<file path="config.mk">
export PLATFORM = sky130hd
export DESIGN_NAME = iotinv_decoder
export DESIGN_NICKNAME = d
export VERILOG_FILES = /design/src/rtl/iotinv_pkg.sv /design/src/rtl/iotinv_decode.sv /design/src/rtl/iotinv_seq.sv /design/src/rtl/iotinv_decoder.sv
export SDC_FILE = /design/constraint.sdc
export NUM_CORES = 1
export LEC_CHECK = 0
export BUFFER_PORTS_ARGS = -buffer_cell sky130_fd_sc_hd__buf_4
export CAP_MARGIN = 20
export CORE_UTILIZATION = 46
export CTS_BUF_LIST = sky130_fd_sc_hd__clkbuf_16
export CTS_CLUSTER_SIZE = 40
export DETAILED_ROUTE_END_ITERATION = 8
export MAX_ROUTING_LAYER = met4
export PLACE_DENSITY = 0.79
export SYNTH_ARGS = -nofsm -noshare
export SYNTH_HDL_FRONTEND = slang
export SYNTH_HIERARCHICAL = 1
export SYNTH_SLANG_ARGS = --single-unit
export TNS_END_PERCENT = 5
</file>
<file path="constraint.sdc">
create_clock -name clk -period 1.9 [get_ports clk]
set_clock_uncertainty 0.15 [all_clocks]
set_input_delay 0.38 -clock clk [delete_from_list [all_inputs] [get_ports clk]]
set_output_delay 0.38 -clock clk [all_outputs]
set_load 0.1 [all_outputs]
</file>
<file path="src/rtl/iotinv_pkg.sv">
package iotinv_pkg;

    localparam int FUNC_W    = 3;
    localparam int GSCID_W   = 16;
    localparam int PSCID_W   = 20;
    localparam int ADDR_W    = 64;
    localparam int PG_BITS   = 12;
    localparam int MASK_W    = 3;

    localparam int AV_BIT    = 3;
    localparam int PSCV_BIT  = 4;
    localparam int GV_BIT    = 5;
    localparam int PSCID_LSB = 12;
    localparam int GSCID_LSB = 32;

    localparam logic [FUNC_W-1:0] FN_VMA  = 3'd0;
    localparam logic [FUNC_W-1:0] FN_GVMA = 3'd1;

    localparam int M_GUEST = 0;
    localparam int M_PROC  = 1;
    localparam int M_ADDR  = 2;

    typedef enum logic [1:0] {
        TAG_BYPASS = 2'd0,
        TAG_SINGLE = 2'd1,
        TAG_GSTAGE = 2'd2,
        TAG_NESTED = 2'd3
    } xlat_tag_e;

    typedef struct packed {
        xlat_tag_e            tag;
        logic [MASK_W-1:0]    mask;
        logic [GSCID_W-1:0]   gscid;
        logic [PSCID_W-1:0]   pscid;
        logic [ADDR_W-1:0]    addr;
    } sweep_req_t;

    typedef struct packed {
        logic       illegal;
        logic       two_pass;
        sweep_req_t req;
    } cmd_plan_t;

    function automatic logic [ADDR_W-1:0] page_addr(input logic [ADDR_W-3:0] w);
        logic [ADDR_W-1:0] keep;
        keep = '1;
        keep = keep << PG_BITS;
        return {w, 2'b00} & keep;
    endfunction

endpackage

</file>
<file path="src/rtl/iotinv_decode.sv">
module iotinv_decode
    import iotinv_pkg::*;
(
    input  logic [63:0] dw0,
    input  logic [63:0] dw1,
    output cmd_plan_t   plan
);

    logic [FUNC_W-1:0] func;
    logic              av, pscv, gv;
    logic              unused_bits;

    assign func        = dw0[FUNC_W-1:0];
    assign av          = dw0[AV_BIT];
    assign pscv        = dw0[PSCV_BIT];
    assign gv          = dw0[GV_BIT];
    assign unused_bits = ^{dw0, dw1};

    always_comb begin
        plan           = '0;
        plan.req.gscid = dw0[GSCID_LSB +: GSCID_W];
        plan.req.pscid = dw0[PSCID_LSB +: PSCID_W];
        plan.req.addr  = page_addr(dw1[ADDR_W-3:0]);
        case (func)
            FN_VMA: begin
                plan.req.tag          = gv ? TAG_NESTED : TAG_SINGLE;
                plan.req.mask[M_GUEST] = gv;
                plan.req.mask[M_PROC]  = pscv;
                plan.req.mask[M_ADDR]  = av;
            end
            FN_GVMA: begin
                if (pscv) begin
                    plan.illegal = 1'b1;
                end else begin
                    plan.two_pass          = 1'b1;
                    plan.req.tag           = TAG_GSTAGE;
                    plan.req.mask[M_GUEST] = gv;
                    plan.req.mask[M_ADDR]  = gv & av;
                end
            end
            default: plan.illegal = 1'b1;
        endcase
    end

endmodule

</file>
<file path="src/rtl/iotinv_seq.sv">
module iotinv_seq
    import iotinv_pkg::*;
(
    input  logic       clk,
    input  logic       rst,
    input  logic       cmd_valid,
    input  cmd_plan_t  plan,
    input  logic       sw_done,
    output logic       cmd_ready,
    output logic       sw_valid,
    output sweep_req_t req,
    output logic       cmd_err
);

    typedef enum logic {ST_IDLE, ST_SWEEP} seq_state_e;

    seq_state_e state_q;
    sweep_req_t req_q;
    logic       pend_q;
    logic       err_q;

    assign cmd_ready = (state_q == ST_IDLE);
    assign sw_valid  = (state_q == ST_SWEEP);
    assign req       = req_q;
    assign cmd_err   = err_q;

    always_ff @(posedge clk) begin
        if (rst) begin
            state_q <= ST_IDLE;
            req_q   <= '0;
            pend_q  <= 1'b0;
            err_q   <= 1'b0;
        end else begin
            err_q <= 1'b0;
            case (state_q)
                ST_IDLE: begin
                    if (cmd_valid) begin
                        if (plan.illegal) begin
                            err_q <= 1'b1;
                        end else begin
                            req_q   <= plan.req;
                            pend_q  <= plan.two_pass;
                            state_q <= ST_SWEEP;
                        end
                    end
                end
                ST_SWEEP: begin
                    if (sw_done) begin
                        if (pend_q) begin
                            req_q.tag <= TAG_NESTED;
                            pend_q    <= 1'b0;
                        end else begin
                            state_q <= ST_IDLE;
                        end
                    end
                end
                default: state_q <= ST_IDLE;
            endcase
        end
    end


    hold_until_done_chk: assert property (@(posedge clk) disable iff (rst)
        sw_valid && !sw_done |=> sw_valid && $stable(req));


    second_pass_chk: assert property (@(posedge clk) disable iff (rst)
        sw_valid && sw_done && req.tag == TAG_GSTAGE |=>
        sw_valid && req.tag == TAG_NESTED && $stable(req.mask) && $stable(req.addr)
        && $stable(req.gscid));


    ready_after_last_chk: assert property (@(posedge clk) disable iff (rst)
        sw_valid && sw_done && req.tag != TAG_GSTAGE |=> cmd_ready && !sw_valid);


    err_after_accept_chk: assert property (@(posedge clk) disable iff (rst)
        cmd_err |-> $past(cmd_valid && cmd_ready) && cmd_ready && !sw_valid);

endmodule

</file>
<file path="src/rtl/iotinv_decoder.sv">
module iotinv_decoder
    import iotinv_pkg::*;
(
    input  logic               clk,
    input  logic               rst,
    input  logic               cmd_valid,
    output logic               cmd_ready,
    input  logic [63:0]        cmd_dw0,
    input  logic [63:0]        cmd_dw1,
    output logic               sw_valid,
    output logic [1:0]         sw_tag,
    output logic [MASK_W-1:0]  sw_mask,
    output logic [GSCID_W-1:0] sw_gscid,
    output logic [PSCID_W-1:0] sw_pscid,
    output logic [ADDR_W-1:0]  sw_addr,
    input  logic               sw_done,
    output logic               cmd_err
);

    cmd_plan_t  plan;
    sweep_req_t req;

    iotinv_decode u_decode (
        .dw0  (cmd_dw0),
        .dw1  (cmd_dw1),
        .plan (plan)
    );

    iotinv_seq u_seq (
        .clk       (clk),
        .rst       (rst),
        .cmd_valid (cmd_valid),
        .plan      (plan),
        .sw_done   (sw_done),
        .cmd_ready (cmd_ready),
        .sw_valid  (sw_valid),
        .req       (req),
        .cmd_err   (cmd_err)
    );

    assign sw_tag   = req.tag;
    assign sw_mask  = req.mask;
    assign sw_gscid = req.gscid;
    assign sw_pscid = req.pscid;
    assign sw_addr  = req.addr;


    no_bypass_sweep_chk: assert property (@(posedge clk) disable iff (rst)
        sw_valid |-> sw_tag != TAG_BYPASS);


    single_no_guest_chk: assert property (@(posedge clk) disable iff (rst)
        sw_valid && sw_tag == TAG_SINGLE |-> !sw_mask[M_GUEST]);


    gstage_mask_chk: assert property (@(posedge clk) disable iff (rst)
        sw_valid && sw_tag == TAG_GSTAGE |->
        !sw_mask[M_PROC] && (!sw_mask[M_ADDR] || sw_mask[M_GUEST]));


    page_aligned_chk: assert property (@(posedge clk) disable iff (rst)
        sw_valid |-> sw_addr[PG_BITS-1:0] == '0);

endmodule

</file>
# Yosys cells after proc, flatten, opt, wreduce, memory -nomap -nowiden
# Cells that the tools add are included.
# word_totals
reg_bits	96
input_bits	132
output_inout_bits	108
wordCells	46
# classes
eq_ne	5
mux	24
n_bitwise	4
n_reduce_logical	5
# op_table
op	count
$mux W105	2
$mux W1	12
$ne A2 B2 Y1 const B	4
$pmux W1 S2	4
$mux W2	3
$pmux W3 S2	1
$reduce_and A3 Y1	2
$mux W4	1
$pmux W2 S2	1
$reduce_and A4 Y1	1
$eq A3 B1 Y1 const B	1
$logic_not A3 Y1	1
$not A1 Y1	3
$reduce_or A3 Y1	1
$and A1 B1 Y1	1

# Logic depth before layout (Yosys ltp)
# depth
word_depth	6
depth_mapped	8
depth_no_buf	5

# Hierarchy
# The synthesis kept the hierarchy.
# by_module_without_submodules
mod	instances	cells_per_inst	area_per_inst_um2	seq_area_each_um2
iotinv_seq	1	469	3748.6	2162.1
iotinv_decode	1	114	859.6	0.0

# Worst setup path before layout
# OpenSTA, ideal clock, no wires.
# synth_path
path_kind	register to register
startpoint	register u_seq.state_q, in the netlist u_seq/sw_valid
endpoint	register u_seq/req[0] (netlist name)
setup_time_ps	70
t_arrival_ps	1917
t_required_ps	1680
slack_ps	-237
stages_incl_launch_ff	7
n_path_buf	3
synth_period_minus_slack_ps	2137
path_cell_list	dfxtp_1 -> buf_6 -> or3b_1 -> buf_2 -> clkbuf_1 -> nand2_1 -> a21oi_1
# synth_rtl
item	line	source
from (decl)	iotinv_seq.sv:17	seq_state_e state_q;
from (signal assigned)	iotinv_seq.sv:29	state_q <= ST_IDLE;
from (signal assigned)	iotinv_seq.sv:43	state_q <= ST_SWEEP;
from (signal assigned)	iotinv_seq.sv:53	state_q <= ST_IDLE;

# Final worst setup path
# layout_path
startpoint	register u_seq.state_q, in the netlist u_seq/sw_valid
endpoint	output sw_valid
# layout_rtl
item	line	source
to (decl)	iotinv_decoder.sv:10	output logic sw_valid,
# No word-level cell between the ends.

==> results.cfg <==
[run]
drv_cap = 0

[global_route]
gr-total-overflow = 0
antenna_found_initial = 0
first_global_vias = 3584
grt_max_degree = 56
grt_pass1_wl_um = 15600
track_usage_pct = 19.6

[yosys]
synth_seq_cells = 108
syn_inst = 583
synth.distinct_cells = 25
avgSynthCellArea_um2 = 7.90
ys_warn_count = 6
yosysSeqAreaShare_pct = 46.9
syn_area_um2 = 4610

[place]
port_buffers = 205
dp.final_hpwl_um = 7530
place_inst = 809
gp_congestion = 0.750

[sta]
hold_violations = 0
rsz0062_at_grt = false
tns_ns = 0
fin_crit_ns = 1.67
maxSlewViolCount = 0
fmax_mhz = 600
setup_violations = 0
fin_crit_sh_pct = 87.7

[clock_network]
root_buffer = clkbuf_16
post_cts_resized = 0
cts_max_path_buffers = 2
cts_tree = done
clk_pin_slew_ns = 0.06
insertion_delay_ns = 0.33
clock-sinks = 108
post_cts_buffers = 0
cts_max_level = 3
hold_buffers = 0
cts_made_buffers = 9

[detailed_routing]
vias = 3819
firstDrtPassIters = 4
drt-wirelength-per-cell_um = 12.4
drc = 0
wl_um = 10200
vias_per_cell = 4.63
ant_nets = 0
drt_iter0_drc = 109

[hold_path]
hold_path_end = u_seq/pend_q
hp-start = sw_done
hp-class = input pin to register
whs_path_depth = 2

[setup_path]
path_buf_inv = 1
worst_path_largest_cell_delay_ns = 0.45
regToRegStartpoint = u_seq/sw_valid
worst_r2r_path_depth = 4
critPathArrivalTime_ns = 1.14
crit_type = register to output port
rr_endpoint = u_seq/req[31]
end_kind = output port
slowest_stage = dfxtp_2
cp.required_ns = 1.37
start_kind = register
reg2reg_slack_ns = 0.40
crit_family = flip-flops
path_cells = buf_4
cp_max_fo = 9

[final_layout]
fin_cells = 825
final_layout_size_suffix_gt1_share_pct = 34.4
antenna_cells = 0
final_util_pct = 60.6
syn_to_final_growth_pct = 28.0
num-nets-final = 819

[die]
placementRows = 36
die_h_um = 102
start_util_pct = 47.4
dieArea_um2 = 10400
coreArea_um2 = 9730
die_w_um = 102
ios = 240

[power]
vdd_drop_max_mv = 0.435
leakage_nw = 2.53
power_density_nw_per_um2 = 864
power.total_mw = 5.09

[run_status]
status = completed
==> how the worst max path moves through the flow <==
| stage | start | to | slack (ns) | cells after the start |
|---|---|---|---|---|
| final | u_seq/sw_valid | sw_valid | 0.23 | 1 |
| after global routing | u_seq/sw_valid | sw_valid | 0.19 | 1 |
| after CTS | u_seq/sw_valid | sw_valid | 0.22 | 1 |
| after detailed placement | cmd_dw0[1] | u_seq/req[10] | 0.01 | 7 |
| after global placement | cmd_dw0[1] | u_seq/req[27] | 0.06 | 7 |
| after floorplan | u_seq/sw_valid | u_seq/req[43] | 0.04 | 7 |
==> cells in the mapped netlist <==
master | number | share of area, %
a2111oi_4 | 1 | 0.60
a21boi_1 | 1 | 0.16
a21oi_1 | 105 | 11
a221oi_1 | 1 | 0.19
a311oi_1 | 1 | 0.19
a32oi_1 | 1 | 0.19
and2_2 | 1 | 0.16
and3_1 | 1 | 0.14
buf_2 | 3 | 0.33
buf_4 | 104 | 17
buf_6 | 5 | 1.2
clkbuf_1 | 24 | 2.0
conb_1 | 1 | 0.081
dfxtp_1 | 108 | 47
inv_1 | 3 | 0.24
nand2_1 | 211 | 17
nand2b_1 | 2 | 0.27
nand2b_4 | 1 | 0.30
nor2_1 | 2 | 0.16
nor3_1 | 2 | 0.22
nor3_2 | 1 | 0.22
nor3b_4 | 1 | 0.41
nor4bb_1 | 1 | 0.22
o21ai_0 | 1 | 0.11
or3b_1 | 1 | 0.19
==> through the flow <==
step / worst slack (ns) / instance area (um2) / hold slack, ns
after detailed placement: 0.0119 / 5610 / 0.297
after global routing: 0.195 / 5900 / 0.125
after CTS: 0.224 / 5900 / 0.117
after floorplan: 0.0384 / 4650 / 0.327
after global placement: 0.0560 / 5610 / 0.292
final: 0.233 / 5900 / 0.131
==> area by class of cell <==
cell class | instances | area, um2
Multi-Input combinational cell | 347 | 1540
Fill cell | 892 | 3830
Inverter | 3 | 11.3
Sequential cell | 108 | 2160
Tap cell | 133 | 166
Clock buffer | 9 | 225
Clock inverter | 7 | 58.8
Timing Repair Buffer | 218 | 1740
==> registers in the layout (all words and copies together) (netlist names) <==
signal          cells
u_seq/req         105
u_seq/cmd_err       1
u_seq/pend_q        1
u_seq/sw_valid      1
==> power by group <==
part           total [mW]  switching, mW  leakage [nW]  internal (mW)
Clock                1.77          0.769         0.141           1.00
Sequential           2.36         0.0341         0.876           2.33
Combinational       0.960          0.672          1.51          0.288
Total                5.09           1.48          2.53           3.62
==> cell usage in the layout, fill, tap and decap left out, types with 4 or more instances in the layout <==
cell | netlist | final
nand2_1 | 211 | 211
buf_4 | 104 | 210
dfxtp_1 | 108 | 107
a21oi_1 | 105 | 105
conb_1 | 1 | 12
clkbuf_16 | 0 | 9
buf_12 | 0 | 8
inv_1 | 3 | 4
==> cells by family after synthesis <==
| family | count (synthesis) | share of synthesized area (%) |
|---|---|---|
| simple gates | 224 | 19.5 |
| buf+inv | 139 | 20.7 |
| compound gates | 111 | 12.8 |
| flops | 108 | 46.9 |
| other cells | 1 | 0.0814 |
==> metal layers <==
metal	vias to the layer above	track usage [%]	share of wire, %
met4	0	7.58	1.4
met2	130	34.6	50
met5	-	-	0
met3	13	6.22	9.3
met1	1729	20.2	39
li1	1947	-	-
Note: power is estimated with default switching activity, not from simulation.
